[config.mk]
export PLATFORM = sky130hd
export DESIGN_NAME = keyin_port
export DESIGN_NICKNAME = d
export VERILOG_FILES = /design/src/rtl/keyin_pkg.sv /design/src/rtl/keyin_strobe_sync.sv /design/src/rtl/keyin_decode.sv /design/src/rtl/keyin_flag.sv /design/src/rtl/keyin_rdmux.sv /design/src/rtl/keyin_port.sv
export SDC_FILE = /design/constraint.sdc
export NUM_CORES = 1
export LEC_CHECK = 0
export BUFFER_PORTS_ARGS = -buffer_cell sky130_fd_sc_hd__clkbuf_2
export CAP_MARGIN = 10
export CELL_PAD_IN_SITES_DETAIL_PLACEMENT = 1
export CELL_PAD_IN_SITES_GLOBAL_PLACEMENT = 1
export CORE_MARGIN = 3
export CORE_UTILIZATION = 22
export CTS_CLUSTER_SIZE = 28
export DETAILED_ROUTE_END_ITERATION = 6
export PLACE_DENSITY = 0.73
export SLEW_MARGIN = 40
export SYNTH_ARGS = -nofsm -noshare
export SYNTH_HDL_FRONTEND = slang
export SYNTH_SLANG_ARGS = --single-unit
[constraint.sdc]
create_clock -name clk -period 1 [get_ports clk]
set_input_delay 0.1 -clock clk [delete_from_list [all_inputs] [get_ports clk]]
set_output_delay 0.1 -clock clk [all_outputs]
set_load 0.005 [all_outputs]
[src/rtl/keyin_pkg.sv]
package keyin_pkg;

   typedef enum logic {
      SEL_CHAR   = 1'b0,
      SEL_STATUS = 1'b1
   } keyin_sel_e;

   typedef struct packed {
      logic       respond;   // request, read and address match all true
      logic       take_char; // character word being read
      keyin_sel_e sel;
   } keyin_req_t;

endpackage

[src/rtl/keyin_strobe_sync.sv]
module keyin_strobe_sync #(
   parameter int STAGES = 2
) (
   input  logic clk,
   input  logic rst_n,
   input  logic strobe_in,
   output logic rise_o
);
   logic strobe_s;
   logic strobe_prev;

   generate
      if (STAGES < 0) begin : g_bad_stages
         $error("keyin_strobe_sync: STAGES must be non-negative");
      end
      if (STAGES == 0) begin : g_direct
         assign strobe_s = strobe_in;
      end else begin : g_chain
         logic [STAGES-1:0] chain_q;
         always_ff @(posedge clk or negedge rst_n) begin
            if (!rst_n) chain_q <= '0;
            else        chain_q <= {chain_q[STAGES-2+((STAGES==1)?1:0):0], strobe_in};
         end
         assign strobe_s = chain_q[STAGES-1];
      end
   endgenerate

   always_ff @(posedge clk or negedge rst_n) begin
      if (!rst_n) strobe_prev <= 1'b0;
      else        strobe_prev <= strobe_s;
   end

   assign rise_o = strobe_s & ~strobe_prev;
endmodule

[src/rtl/keyin_decode.sv]
module keyin_decode
   import keyin_pkg::*;
#(
   parameter int          ADDR_W    = 32,
   parameter int          SEL_BIT   = 2,
   parameter logic [31:0] BASE_ADDR = 32'h0000_4000
) (
   input  logic [ADDR_W-1:0] addr,
   input  logic              rd_nwr,
   input  logic              mrdy,
   output keyin_req_t        req_o
);
   localparam int MATCH_LO = SEL_BIT + 1;
   localparam logic [ADDR_W-1:0] MATCH_MASK = ~((ADDR_W'(1) << MATCH_LO) - ADDR_W'(1));
   localparam logic [ADDR_W-1:0] BASE_W     = ADDR_W'(BASE_ADDR);

   generate
      if (SEL_BIT + 1 >= ADDR_W) begin : g_bad_sel
         $error("keyin_decode: SEL_BIT leaves no address bits to match");
      end
   endgenerate

   logic hit;
   assign hit = (((addr ^ BASE_W) & MATCH_MASK) == '0);

   always_comb begin
      req_o.sel       = addr[SEL_BIT] ? SEL_STATUS : SEL_CHAR;
      req_o.respond   = mrdy & rd_nwr & hit;
      req_o.take_char = req_o.respond & (req_o.sel == SEL_CHAR);
   end
endmodule

[src/rtl/keyin_flag.sv]
module keyin_flag #(
   parameter int CHAR_W = 8
) (
   input  logic              clk,
   input  logic              rst_n,
   input  logic              rise,
   input  logic [CHAR_W-1:0] char_in,
   input  logic              mrdy,
   input  logic              clr,
   output logic [CHAR_W-1:0] char_q,
   output logic              kin_q
);
   logic pend_q;

   always_ff @(posedge clk or negedge rst_n) begin
      if (!rst_n) begin
         char_q <= '0;
         kin_q  <= 1'b0;
         pend_q <= 1'b0;
      end else begin
         if (rise) char_q <= char_in;
         if (clr) begin
            kin_q  <= 1'b0;
            pend_q <= 1'b0;
         end else if (!mrdy) begin
            if (pend_q | rise) kin_q <= 1'b1;
            pend_q <= 1'b0;
         end else if (rise) begin
            pend_q <= 1'b1;
         end
      end
   end

   // flag only rises after a cycle with the request line low
   a_r8_no_rise_in_request: assert property (@(posedge clk) disable iff (!rst_n)
      $rose(kin_q) |-> !$past(mrdy));
   // a character read leaves the flag cleared
   a_r9_clear_on_take: assert property (@(posedge clk) disable iff (!rst_n)
      clr |=> !kin_q);
   // an edge with the bus idle sets the flag on the next edge
   a_r7_set_when_idle: assert property (@(posedge clk) disable iff (!rst_n)
      (rise && !mrdy && !clr) |=> kin_q);
endmodule

[src/rtl/keyin_rdmux.sv]
module keyin_rdmux
   import keyin_pkg::*;
#(
   parameter int DATA_W   = 32,
   parameter int CHAR_W   = 8,
   parameter int FLAG_BIT = 0
) (
   input  keyin_req_t        req,
   input  logic [CHAR_W-1:0] char_q,
   input  logic              kin_q,
   output logic [DATA_W-1:0] rdata,
   output logic              rdata_en
);
   generate
      if (CHAR_W > DATA_W) begin : g_bad_char
         $error("keyin_rdmux: CHAR_W exceeds DATA_W");
      end
      if (FLAG_BIT >= DATA_W) begin : g_bad_flag
         $error("keyin_rdmux: FLAG_BIT outside data word");
      end
      for (genvar i = 0; i < DATA_W; i++) begin : g_bit
         logic char_bit;
         logic stat_bit;
         if (i < CHAR_W) begin : g_cb
            assign char_bit = char_q[i];
         end else begin : g_cz
            assign char_bit = 1'b0;
         end
         if (i == FLAG_BIT) begin : g_sf
            assign stat_bit = kin_q;
         end else begin : g_sz
            assign stat_bit = 1'b0;
         end
         assign rdata[i] = req.respond &
                           ((req.sel == SEL_STATUS) ? stat_bit : char_bit);
      end
   endgenerate

   assign rdata_en = req.respond;
endmodule

[src/rtl/keyin_port.sv]
module keyin_port
   import keyin_pkg::*;
#(
   parameter int          ADDR_W      = 32,
   parameter int          DATA_W      = 32,
   parameter int          CHAR_W      = 8,
   parameter int          SEL_BIT     = 2,
   parameter int          FLAG_BIT    = 0,
   parameter int          SYNC_STAGES = 2,
   parameter logic [31:0] BASE_ADDR   = 32'h0000_4000
) (
   input  logic              clk,
   input  logic              rst_n,
   input  logic [ADDR_W-1:0] bus_addr,
   input  logic              bus_rd_nwr,
   input  logic              bus_mrdy,
   output logic              bus_srdy,
   output logic [DATA_W-1:0] bus_rdata,
   output logic              bus_rdata_en,
   input  logic [CHAR_W-1:0] key_char,
   input  logic              key_strobe
);
   localparam logic [DATA_W-1:0] FLAG_MASK = DATA_W'(1) << FLAG_BIT;

   keyin_req_t        req;
   logic              rise;
   logic [CHAR_W-1:0] char_q;
   logic              kin_q;

   keyin_strobe_sync #(.STAGES(SYNC_STAGES)) u_sync (
      .clk(clk), .rst_n(rst_n), .strobe_in(key_strobe), .rise_o(rise));

   keyin_decode #(.ADDR_W(ADDR_W), .SEL_BIT(SEL_BIT), .BASE_ADDR(BASE_ADDR)) u_dec (
      .addr(bus_addr), .rd_nwr(bus_rd_nwr), .mrdy(bus_mrdy), .req_o(req));

   keyin_flag #(.CHAR_W(CHAR_W)) u_flag (
      .clk(clk), .rst_n(rst_n), .rise(rise), .char_in(key_char),
      .mrdy(bus_mrdy), .clr(req.take_char), .char_q(char_q), .kin_q(kin_q));

   keyin_rdmux #(.DATA_W(DATA_W), .CHAR_W(CHAR_W), .FLAG_BIT(FLAG_BIT)) u_mux (
      .req(req), .char_q(char_q), .kin_q(kin_q),
      .rdata(bus_rdata), .rdata_en(bus_rdata_en));

   assign bus_srdy = req.respond;

   // acknowledge only for an active read request
   a_r3_ack_needs_read: assert property (@(posedge clk) disable iff (!rst_n)
      bus_srdy |-> (bus_mrdy && bus_rd_nwr));
   // acknowledge gone once the request drops
   a_r4_ack_drops: assert property (@(posedge clk) disable iff (!rst_n)
      $fell(bus_mrdy) |-> (!bus_srdy && !bus_rdata_en));
   // quiet bus carries zeros
   a_r11_idle_zero: assert property (@(posedge clk) disable iff (!rst_n)
      !bus_rdata_en |-> (bus_rdata == '0));
   // status word has only the flag bit
   a_r6_status_clean: assert property (@(posedge clk) disable iff (!rst_n)
      (bus_srdy && bus_addr[SEL_BIT]) |-> ((bus_rdata & ~FLAG_MASK) == '0));
endmodule

==> flow_metrics.tcl, run 1 <==
set metrics [dict create \
    slowest_delay_ns 0.27 \
    post-cts-setup-buffer-count 0 \
    endpoint_kind "primary output" \
    ys_seq_area_frac 0.383 \
    drt_iter0_drc 17 \
    min_period_over_period 1.29 \
    hp-start "key_char[6]" \
    die-area_um2 4640 \
    required_ns 0.90 \
    grt_pass1_vias 877 \
    clock-root-buffer "clkbuf_8" \
    fp.dieH_um 68.1 \
    reg2reg_slack_ns 0.02 \
    p_switching_mw 0.344 \
    slew_viol_final 0 \
    synth_area_per_cell_um2 9.22 \
    drt_wl_total_um 2410 \
    hold_path.class "in -> reg" \
    cts_sinks 13 \
    clk_pin_slew_ns 0.05 \
    initial_core_util 0.241 \
    wl_per_cell_um 12.4 \
    gp_congestion 0.668 \
    switching_share 0.259 \
    dpl.cell_count 188 \
    crit_path_start_kind "input pin" \
    whs_endpoint "u_flag.char_q[6]$_DFFE_PN0P_" \
    yosysUniqueCellTypes 23 \
    worst_ir_drop_vdd_v 0.000540 \
    yosysWarnings 0 \
    finalHoldViolCount 0 \
    core_um2 3520 \
    crit_slowest_cell "nor4_4" \
    max_cap_violations 0 \
    dp_hpwl_um 2100 \
    grt_pass1_wl_um 3640 \
    numCtsBuffers 3 \
    synthesis.area_um2 848 \
    ff2ff_path_depth 2 \
    route.detailed.drc 0 \
    fin_ws_ns -0.288 \
    htree_num_levels 1 \
    rows 21 \
    r2r_end "u_flag.char_q[0]$_DFFE_PN0P_" \
    syn_to_final_growth_pct 49.7 \
    rsz0062_at_grt "yes" \
    num_io_pins 79 \
    power_density_nw_per_um2 1040 \
    arrival_ns 1.19 \
    p_seq_frac 0.448 \
    first_pass_iters 3 \
    p_clk_frac 0.343 \
    final-setup-viol-count 12 \
    seqCellArea_um2 325 \
    cts_tree "built" \
    fillerInstances 438 \
    max_freq_mhz 777 \
    synthCells 92 \
    cp_cell_sequence "clkbuf_2 -> nor4_4 -> nand4_1 -> buf_6 -> nor4_2 -> buf_2" \
    multi_input_area_um2 490 \
    fin_crit_ns 1.29 \
    finalHoldWorstSlack_ns 0.0727 \
    layout.nets 194 \
    grt_max_degree 15 \
    setup_tns_ns -2.57 \
    combPwrFrac 0.209 \
    vias_per_cell 4.13 \
    antenna_left 0 \
    port_buffers 52 \
    via_count 801 \
    cts.path.max_buffers 2 \
    min_path_cells 3 \
    die_w_um 68.1 \
    clkLatencyLatePin_ns 0.24 \
    grt_remaining_overflow 0 \
    finClkSkew_ns 0.000552 \
    cp_max_fo 11 \
    stdcell_count 194 \
    antenna_cells 0 \
    drive_gt1_frac 0.507 \
    status "complete, but fails checks" \
    failed_checks "negative setup slack" \
    antenna_found_initial 0 \
    grt_usage 0.105 \
    synth-seq-cells 13 \
    internal-power_mw 0.982 \
    p_leak_nw 0.630 \
    r2r-start "u_sync.g_chain.chain_q[1]$_DFF_PN0_" \
    path_class "in -> out" \
]
==> state kept, by name, indices dropped and copies added, names as in the netlist <==
register and cells:
u_sync.strobe_prev 1, u_sync.g_chain.chain_q 2, u_flag.pend_q 1, u_flag.kin_q 1
u_flag.char_q 8
==> cells by family (layout without fill, tap and decap cells) <==
family,count (synthesis),in the layout,share of synthesized area
buffers and inverters,37,70,0.285
and+or+nand+nor,29,29,0.230
DFF,13,13,0.383
AOI/OAI and AO/OA,10,10,0.0723
muxes,2,2,0.0251
other,1,24,0.00442
==> worst max-delay path by stage <==
stage | start | endpoint | slack (ns)
after global routing | bus_addr[16] | bus_rdata[2] | -0.37
after CTS | bus_addr[16] | bus_rdata[1] | -0.33
final | bus_addr[17] | bus_rdata[1] | -0.29
after floorplan | bus_addr[30] | u_flag.kin_q$_DFFE_PN0P_ | -0.08
after global placement | bus_addr[9] | bus_rdata[2] | -0.34
after detailed placement | bus_addr[17] | bus_rdata[4] | -0.39
==> cells in the final DEF, fill, tap and decap left out, drive strengths merged <==
cell type and count:
nand4 2, nor2b 1, dfrtp 13, clkbuf 50, nor3 1, a21oi 1
mux2 1, buf 10, conb 24, nor3b 1, nor4 12, nand2b 1
nor4b 2, nand2 8, o32a 1, dlygate4sd3 2, o311a 1, mux2i 1
o21ai 7, inv 8, nor2 1
==> critical path, delay by kind of cell <==
kind | cells | cell delay, ns
buffers and inverters | 3 | 0.44
and+or+nand+nor | 3 | 0.64
==> layout make-up <==
class	count	share of cell area
clock buffers	4	0.0355
inverters	8	0.0236
multi-input cells	65	0.386
flip-flops and latches	13	0.256
well taps	46	0.0453
repair buffers	58	0.253
==> metrics by stage <==
step | util | instance area (um2) | power, mW | setup slack, ns
finish | 0.361 | 1270 | 1.33 | -0.288
global route | 0.361 | 1270 | 1.41 | -0.366
CTS | 0.351 | 1230 | 1.33 | -0.331
detailed placement | 0.322 | 1130 | 0.852 | -0.393
global placement | 0.322 | 1130 | 0.835 | -0.339
floorplan | - | 1010 | 0.772 | -0.0758
==> power groups by stage <==
stage               clock, mW  sequential [mW]  combinational, mW
floorplan                   0            0.598              0.174
global placement            0            0.600              0.235
detailed placement          0            0.604              0.248
CTS                     0.475            0.595              0.262
global route            0.503            0.599              0.312
finish                  0.455            0.594              0.277
==> synth_stat cells <==
library cell / number / area (um2)
a21oi_1: 1 / 5.00
buf_2: 1 / 5.00
buf_4: 25 / 188
buf_6: 1 / 11.3
clkbuf_1: 2 / 7.51
conb_1: 1 / 3.75
dfrtp_1: 13 / 325
inv_1: 8 / 30.0
mux2_2: 1 / 11.3
mux2i_1: 1 / 10.0
nand2_1: 8 / 30.0
nand2b_1: 1 / 6.26
nand4_1: 2 / 12.5
nor2_1: 1 / 3.75
nor2b_1: 1 / 6.26
nor3_1: 1 / 5.00
nor3b_1: 1 / 7.51
nor4_1: 9 / 56.3
nor4_2: 3 / 37.5
nor4b_2: 2 / 30.0
o21ai_0: 7 / 35.0
o311a_2: 1 / 11.3
o32a_1: 1 / 10.0
==> what timing repair did <==
action	CTS	global route
hold buffers	2	0
pin swaps	1	1
gates resized for setup	6	13
endpoints found under the setup margin	11	20
hold endpoints to repair	14	0
==> metal layers <==
layer / GRT usage / vias up / part of all wire
li1: - / 376 / -
met1: 0.0978 / 374 / 0.34
met2: 0.213 / 51 / 0.55
met3: 0.0361 / 0 / 0.11
met4: 0.0223 / 0 / 0
met5: 0 / - / 0
No activity file was read; power rests on OpenSTA's default activity.
==> run 2: changes to the inputs <==
--- a/config.mk
+++ b/config.mk
@@ -14,6 +14,7 @@
 export CTS_CLUSTER_SIZE = 28
 export DETAILED_ROUTE_END_ITERATION = 6
 export PLACE_DENSITY = 0.73
+export SETUP_SLACK_MARGIN = 0.1
 export SLEW_MARGIN = 40
 export SYNTH_ARGS = -nofsm -noshare
 export SYNTH_HDL_FRONTEND = slang
==> flow_metrics.tcl, run 2 (synthesized netlist as in run 1, its figures left out) <==
set metrics [dict create \
    antenna_cells 0 \
    drive_gt1_frac 0.614 \
    slew_viol_final 0 \
    clk_pin_slew_ns 0.05 \
    first_pass_iters 2 \
    reg2reg_slack_ns 0 \
    reg.largest.list "u_flag.char_q (8), u_sync.g_chain.chain_q (2)" \
    htree_num_levels 1 \
    via_count 827 \
    final_cell_mix "clkbuf_2 (41), conb_1 (24), dfrtp_1 (13)" \
    stdcell_count 199 \
    grt_pass1_vias 875 \
    wl_per_cell_um 13.6 \
    initial_core_util 0.241 \
    p_clk_frac 0.331 \
    fin_crit_ns 1.28 \
    drt_iter0_drc 4 \
    critPathMostFrequentCell "nor4_4" \
    num_io_pins 79 \
    dp_hpwl_um 2040 \
    max_freq_mhz 783 \
    rsz0062_at_grt "yes" \
    gp_congestion 0.674 \
    grt_max_degree 14 \
    path_class "in -> out" \
    worstSetupStartpoint "bus_addr[26]" \
    endpoint_kind "primary output" \
    cts.path.max_buffers 2 \
    rows 21 \
    p_seq_frac 0.423 \
    power_density_nw_per_um2 973 \
    cp_cell_sequence "clkbuf_2 -> nor4_4 -> nand4_1 -> buf_6 -> nor4_4 -> buf_2" \
    arrival_ns 1.18 \
    cp_max_fo 11 \
    port_buffers 52 \
    p_leak_nw 0.726 \
    final-setup-viol-count 13 \
    cp.depth 6 \
    combPwrFrac 0.246 \
    max_cap_violations 0 \
    crit_path_start_kind "input pin" \
    grt_remaining_overflow 0 \
    grt_pass1_wl_um 3840 \
    r2r_end "u_flag.char_q[0]$_DFFE_PN0P_" \
    hold_path.class "in -> reg" \
    clkLatencyLatePin_ns 0.24 \
    cp_num_buf_inv 3 \
    r2r-start "u_sync.strobe_prev$_DFF_PN0_" \
    antenna_left 0 \
    p_switching_mw 0.399 \
    core_um2 3520 \
    drt_wl_total_um 2700 \
    min_path_cells 3 \
    route.detailed.drc 0 \
    finClkSkew_ns 0.00180 \
    crit_end "bus_rdata[6]" \
    worst_ir_drop_vdd_v 0.000656 \
    layout_commonest_cell "clkbuf_2" \
    antenna_found_initial 0 \
    fp.dieH_um 68.1 \
    clock-root-buffer "clkbuf_8" \
    vias_per_cell 4.16 \
    setup_tns_ns -2.82 \
    numCtsBuffers 3 \
    syn_to_final_growth_pct 70.9 \
    internal-power_mw 1.01 \
    die-area_um2 4640 \
    grt_usage 0.111 \
    top_register "u_flag.char_q" \
    status "complete, but fails checks" \
    die_w_um 68.1 \
    dpl.cell_count 188 \
    cts_sinks 13 \
    crit_slowest_cell "nor4_4" \
    fin_ws_ns -0.277 \
    switching_share 0.283 \
    layout.nets 199 \
    ff2ff_path_depth 2 \
    crit_family "simple AND/OR/NAND/NOR gates" \
    slowest_delay_ns 0.25 \
    min_period_over_period 1.28 \
    required_ns 0.90 \
    failed_checks "negative setup slack" \
    finalHoldViolCount 0 \
    cts_tree "built" \
    largest_reg_flops 8 \
    total_power_mw 1.41 \
]
==> run 2: changes by cell type in the layout (fill, tap and decap cells not counted), moves of 4 or more <==
cell / before / now
nand2_1: 8 / 1
o21ai_0: 6 / 0
buf_6: 1 / 6
clkbuf_2: 46 / 41
nor4_4: 6 / 11
nand2_2: 0 / 4
nor4_2: 5 / 1
o21ai_2: 0 / 4
==> run 2: worst min path at each step <==
stage	end	from	slack (ns)
6_report	u_flag.char_q[3]$_DFFE_PN0P_	key_char[3]	0.07
5_1_grt	u_flag.char_q[3]$_DFFE_PN0P_	key_char[3]	0.07
4_1_cts	u_flag.char_q[1]$_DFFE_PN0P_	key_char[1]	0.08
3_5_place_dp	u_flag.char_q[3]$_DFFE_PN0P_	rst_n	0.02
3_3_place_gp	u_flag.char_q[7]$_DFFE_PN0P_	rst_n	0.006
2_1_floorplan	u_flag.char_q[0]$_DFFE_PN0P_	rst_n	-0.20
==> run 2: metrics by stage <==
stage / util / cell area (um2) / hold WS, ns / setup slack (ns)
5_1_grt: 0.412 / 1450 / 0.0733 / -0.378
3_3_place_gp: 0.323 / 1140 / 0.00617 / -0.342
4_1_cts: 0.372 / 1310 / 0.0782 / -0.266
6_report: 0.412 / 1450 / 0.0702 / -0.277
2_1_floorplan: - / 1020 / -0.196 / -0.0758
3_5_place_dp: 0.323 / 1140 / 0.0173 / -0.350
==> run 2: worst reg2reg max path, cell delays in order, from the launching register on <==
cell	delay (ns)
dfrtp_1	0.40
nor2b_4	0.18
mux2_4	0.31
==> run 2: layout make-up <==
| class | count | area, um2 |
|---|---|---|
| Sequential cell | 13 | 325 |
| Fill cell | 422 | 2070 |
| Multi-Input combinational cell | 65 | 609 |
| Timing Repair Buffer | 63 | 383 |
| Clock buffer | 4 | 45.0 |
| Inverter | 8 | 30.0 |
| Tap cell | 46 | 57.6 |
==> run 2: metal layers <==
metal  part of all wire  track usage
met5                  0            0
met2               0.53        0.213
met1               0.34        0.117
met3               0.13       0.0394
met4             0.0033       0.0149
==> run 2: power by group through the flow <==
stage	Clock, mW	Combinational, mW	Sequential, mW
3_3_place_gp	0	0.238	0.600
3_5_place_dp	0	0.250	0.606
2_1_floorplan	0	0.181	0.599
5_1_grt	0.517	0.385	0.600
4_1_cts	0.474	0.299	0.597
6_report	0.467	0.347	0.596
==> run 2: timing repair <==
item | CTS | global route
setup buffers | 1 | 2
cloned | 1 | 1
hold buffers | 2 | 0
endpoints found under the hold margin | 14 | 0
setup endpoints to repair | 20 | 20
pin swaps | 7 | 11
resized for setup | 27 | 33
==> run 3: changes to the inputs <==
--- a/config.mk
+++ b/config.mk
@@ -10,11 +10,10 @@
 export CELL_PAD_IN_SITES_DETAIL_PLACEMENT = 1
 export CELL_PAD_IN_SITES_GLOBAL_PLACEMENT = 1
 export CORE_MARGIN = 3
-export CORE_UTILIZATION = 22
+export CORE_UTILIZATION = 24
 export CTS_CLUSTER_SIZE = 28
 export DETAILED_ROUTE_END_ITERATION = 6
-export PLACE_DENSITY = 0.73
-export SETUP_SLACK_MARGIN = 0.1
+export PLACE_DENSITY = 0.76
 export SLEW_MARGIN = 40
 export SYNTH_ARGS = -nofsm -noshare
 export SYNTH_HDL_FRONTEND = slang
==> constraint.sdc (replaced) <==
create_clock -name clk -period 1.2 [get_ports clk]
set_input_delay 0.12 -clock clk [delete_from_list [all_inputs] [get_ports clk]]
set_output_delay 0.12 -clock clk [all_outputs]
set_load 0.005 [all_outputs]
==> flow_metrics.tcl, run 3 (synthesized netlist as in run 1, its figures left out) <==
set metrics [dict create \
    clock-root-buffer "clkbuf_4" \
    stdcell_count 193 \
    drt_wl_total_um 2500 \
    crit_path_start_kind "input pin" \
    layout_commonest_cell "clkbuf_2" \
    largest_reg_flops 8 \
    p_leak_nw 0.616 \
    finalHoldViolCount 0 \
    power_density_nw_per_um2 793 \
    cts.path.max_buffers 2 \
    drive_gt1_frac 0.497 \
    via_count 815 \
    fp.dieH_um 65.5 \
    htree_num_levels 1 \
    grt_max_degree 15 \
    worst_ir_drop_vdd_v 0.000421 \
    grt_pass1_wl_um 3620 \
    syn_to_final_growth_pct 44.7 \
    required_ns 1.08 \
    wl_per_cell_um 12.9 \
    grt_usage 0.108 \
    vias_per_cell 4.22 \
    port_buffers 52 \
    total_power_mw 0.974 \
    num_io_pins 79 \
    slew_viol_final 0 \
    die_w_um 65.5 \
    antenna_found_initial 0 \
    cp_max_fo 10 \
    max_freq_mhz 777 \
    cts_sinks 13 \
    path_class "in -> out" \
    core_um2 3200 \
    die-area_um2 4280 \
    hold_path.class "in -> reg" \
    antenna_cells 0 \
    final-setup-viol-count 10 \
    layout.nets 195 \
    clkLatencyLatePin_ns 0.27 \
    failed_checks "negative setup slack" \
    gp_congestion 0.721 \
    endpoint_kind "primary output" \
    route.detailed.drc 0 \
    finalHoldWorstSlack_ns 0.0555 \
    min_period_over_period 1.07 \
    reg2reg_slack_ns 0.18 \
    final_cell_mix "clkbuf_2 (41), conb_1 (24), dfrtp_1 (13)" \
    dp_slack_ns -0.161 \
    first_pass_iters 4 \
    rsz0062_at_grt "yes" \
    setup_tns_ns -0.572 \
    numCtsBuffers 3 \
    reg.largest.list "u_flag.char_q (8), u_sync.g_chain.chain_q (2)" \
    grt_pass1_vias 837 \
    fin_ws_ns -0.0873 \
    top_register "u_flag.char_q" \
    clk_pin_slew_ns 0.08 \
    antenna_left 0 \
    status "complete, but fails checks" \
    rows 20 \
    dp_hpwl_um 1990 \
    finClkSkew_ns 0.0114 \
    arrival_ns 1.17 \
    grt_remaining_overflow 0 \
    fin_crit_ns 1.29 \
    drt_iter0_drc 3 \
    dpl.cell_count 186 \
    max_cap_violations 0 \
    cts_tree "built" \
    initial_core_util 0.265 \
]
[run 3: cell count changes in the layout (fill, tap and decap cells not counted), sizes merged]
cell and delta:
buf -4
[run 3: through the flow]
step / area [um2] / utilization
floorplan: 935 / -
CTS: 1150 / 0.359
detailed placement: 1070 / 0.334
global placement: 1070 / 0.334
finish: 1230 / 0.383
global route: 1230 / 0.383
[run 3: cell type report]
cell class,instances,area [um2]
clock buffer,4,26.3
timing repair buffer,59,344
fill,406,1980
inverter,8,30.0
tap,44,55.1
multi-input combinational,65,447
sequential,13,325
[run 3: path summary, 6_finish.rpt]
kind	startpoint	to	cells after the start
max	bus_addr[8]	bus_rdata[5]	6
min	key_char[5]	u_flag.char_q[5]$_DFFE_PN0P_	3
max reg2reg	u_sync.g_chain.chain_q[1]$_DFF_PN0_	u_flag.char_q[3]$_DFFE_PN0P_	4
min reg2reg	u_sync.g_chain.chain_q[0]$_DFF_PN0_	u_sync.g_chain.chain_q[1]$_DFF_PN0_	0
max in group asynchronous	rst_n	u_flag.char_q[1]$_DFFE_PN0P_	2
min in group asynchronous	rst_n	u_flag.char_q[5]$_DFFE_PN0P_	2
[run 3: routing by layer]
| metal | vias to the layer above | GRT usage | routed length [um] |
|---|---|---|---|
| li1 | 378 | - | - |
| met1 | 386 | 0.105 | 853 |
| met2 | 45 | 0.207 | 1360 |
| met3 | 6 | 0.0359 | 215 |
| met4 | 0 | 0.0389 | 68 |
| met5 | - | 0 | 0 |
[run 3: repair_timing]
| action | in CTS | in global routing |
|---|---|---|
| endpoints found under the hold margin | 14 | 0 |
| gates resized for setup | 5 | 19 |
| hold buffers | 2 | 0 |
| pin swaps | 1 | 2 |
| setup endpoints to repair | 10 | 10 |
| setup buffers | 1 | 0 |
[run 3: power breakdown]
group,internal (mW),switching [mW]
clock,0.129,0.133
combinational,0.0997,0.119
sequential,0.480,0.0135
total,0.708,0.266
[run 3: worst max-delay path: stages]
cell and delay (ns):
buf_6 0.09, nor4b_2 0.26, nand4_1 0.15, buf_6 0.18, nor4_1 0.21, buf_2 0.16
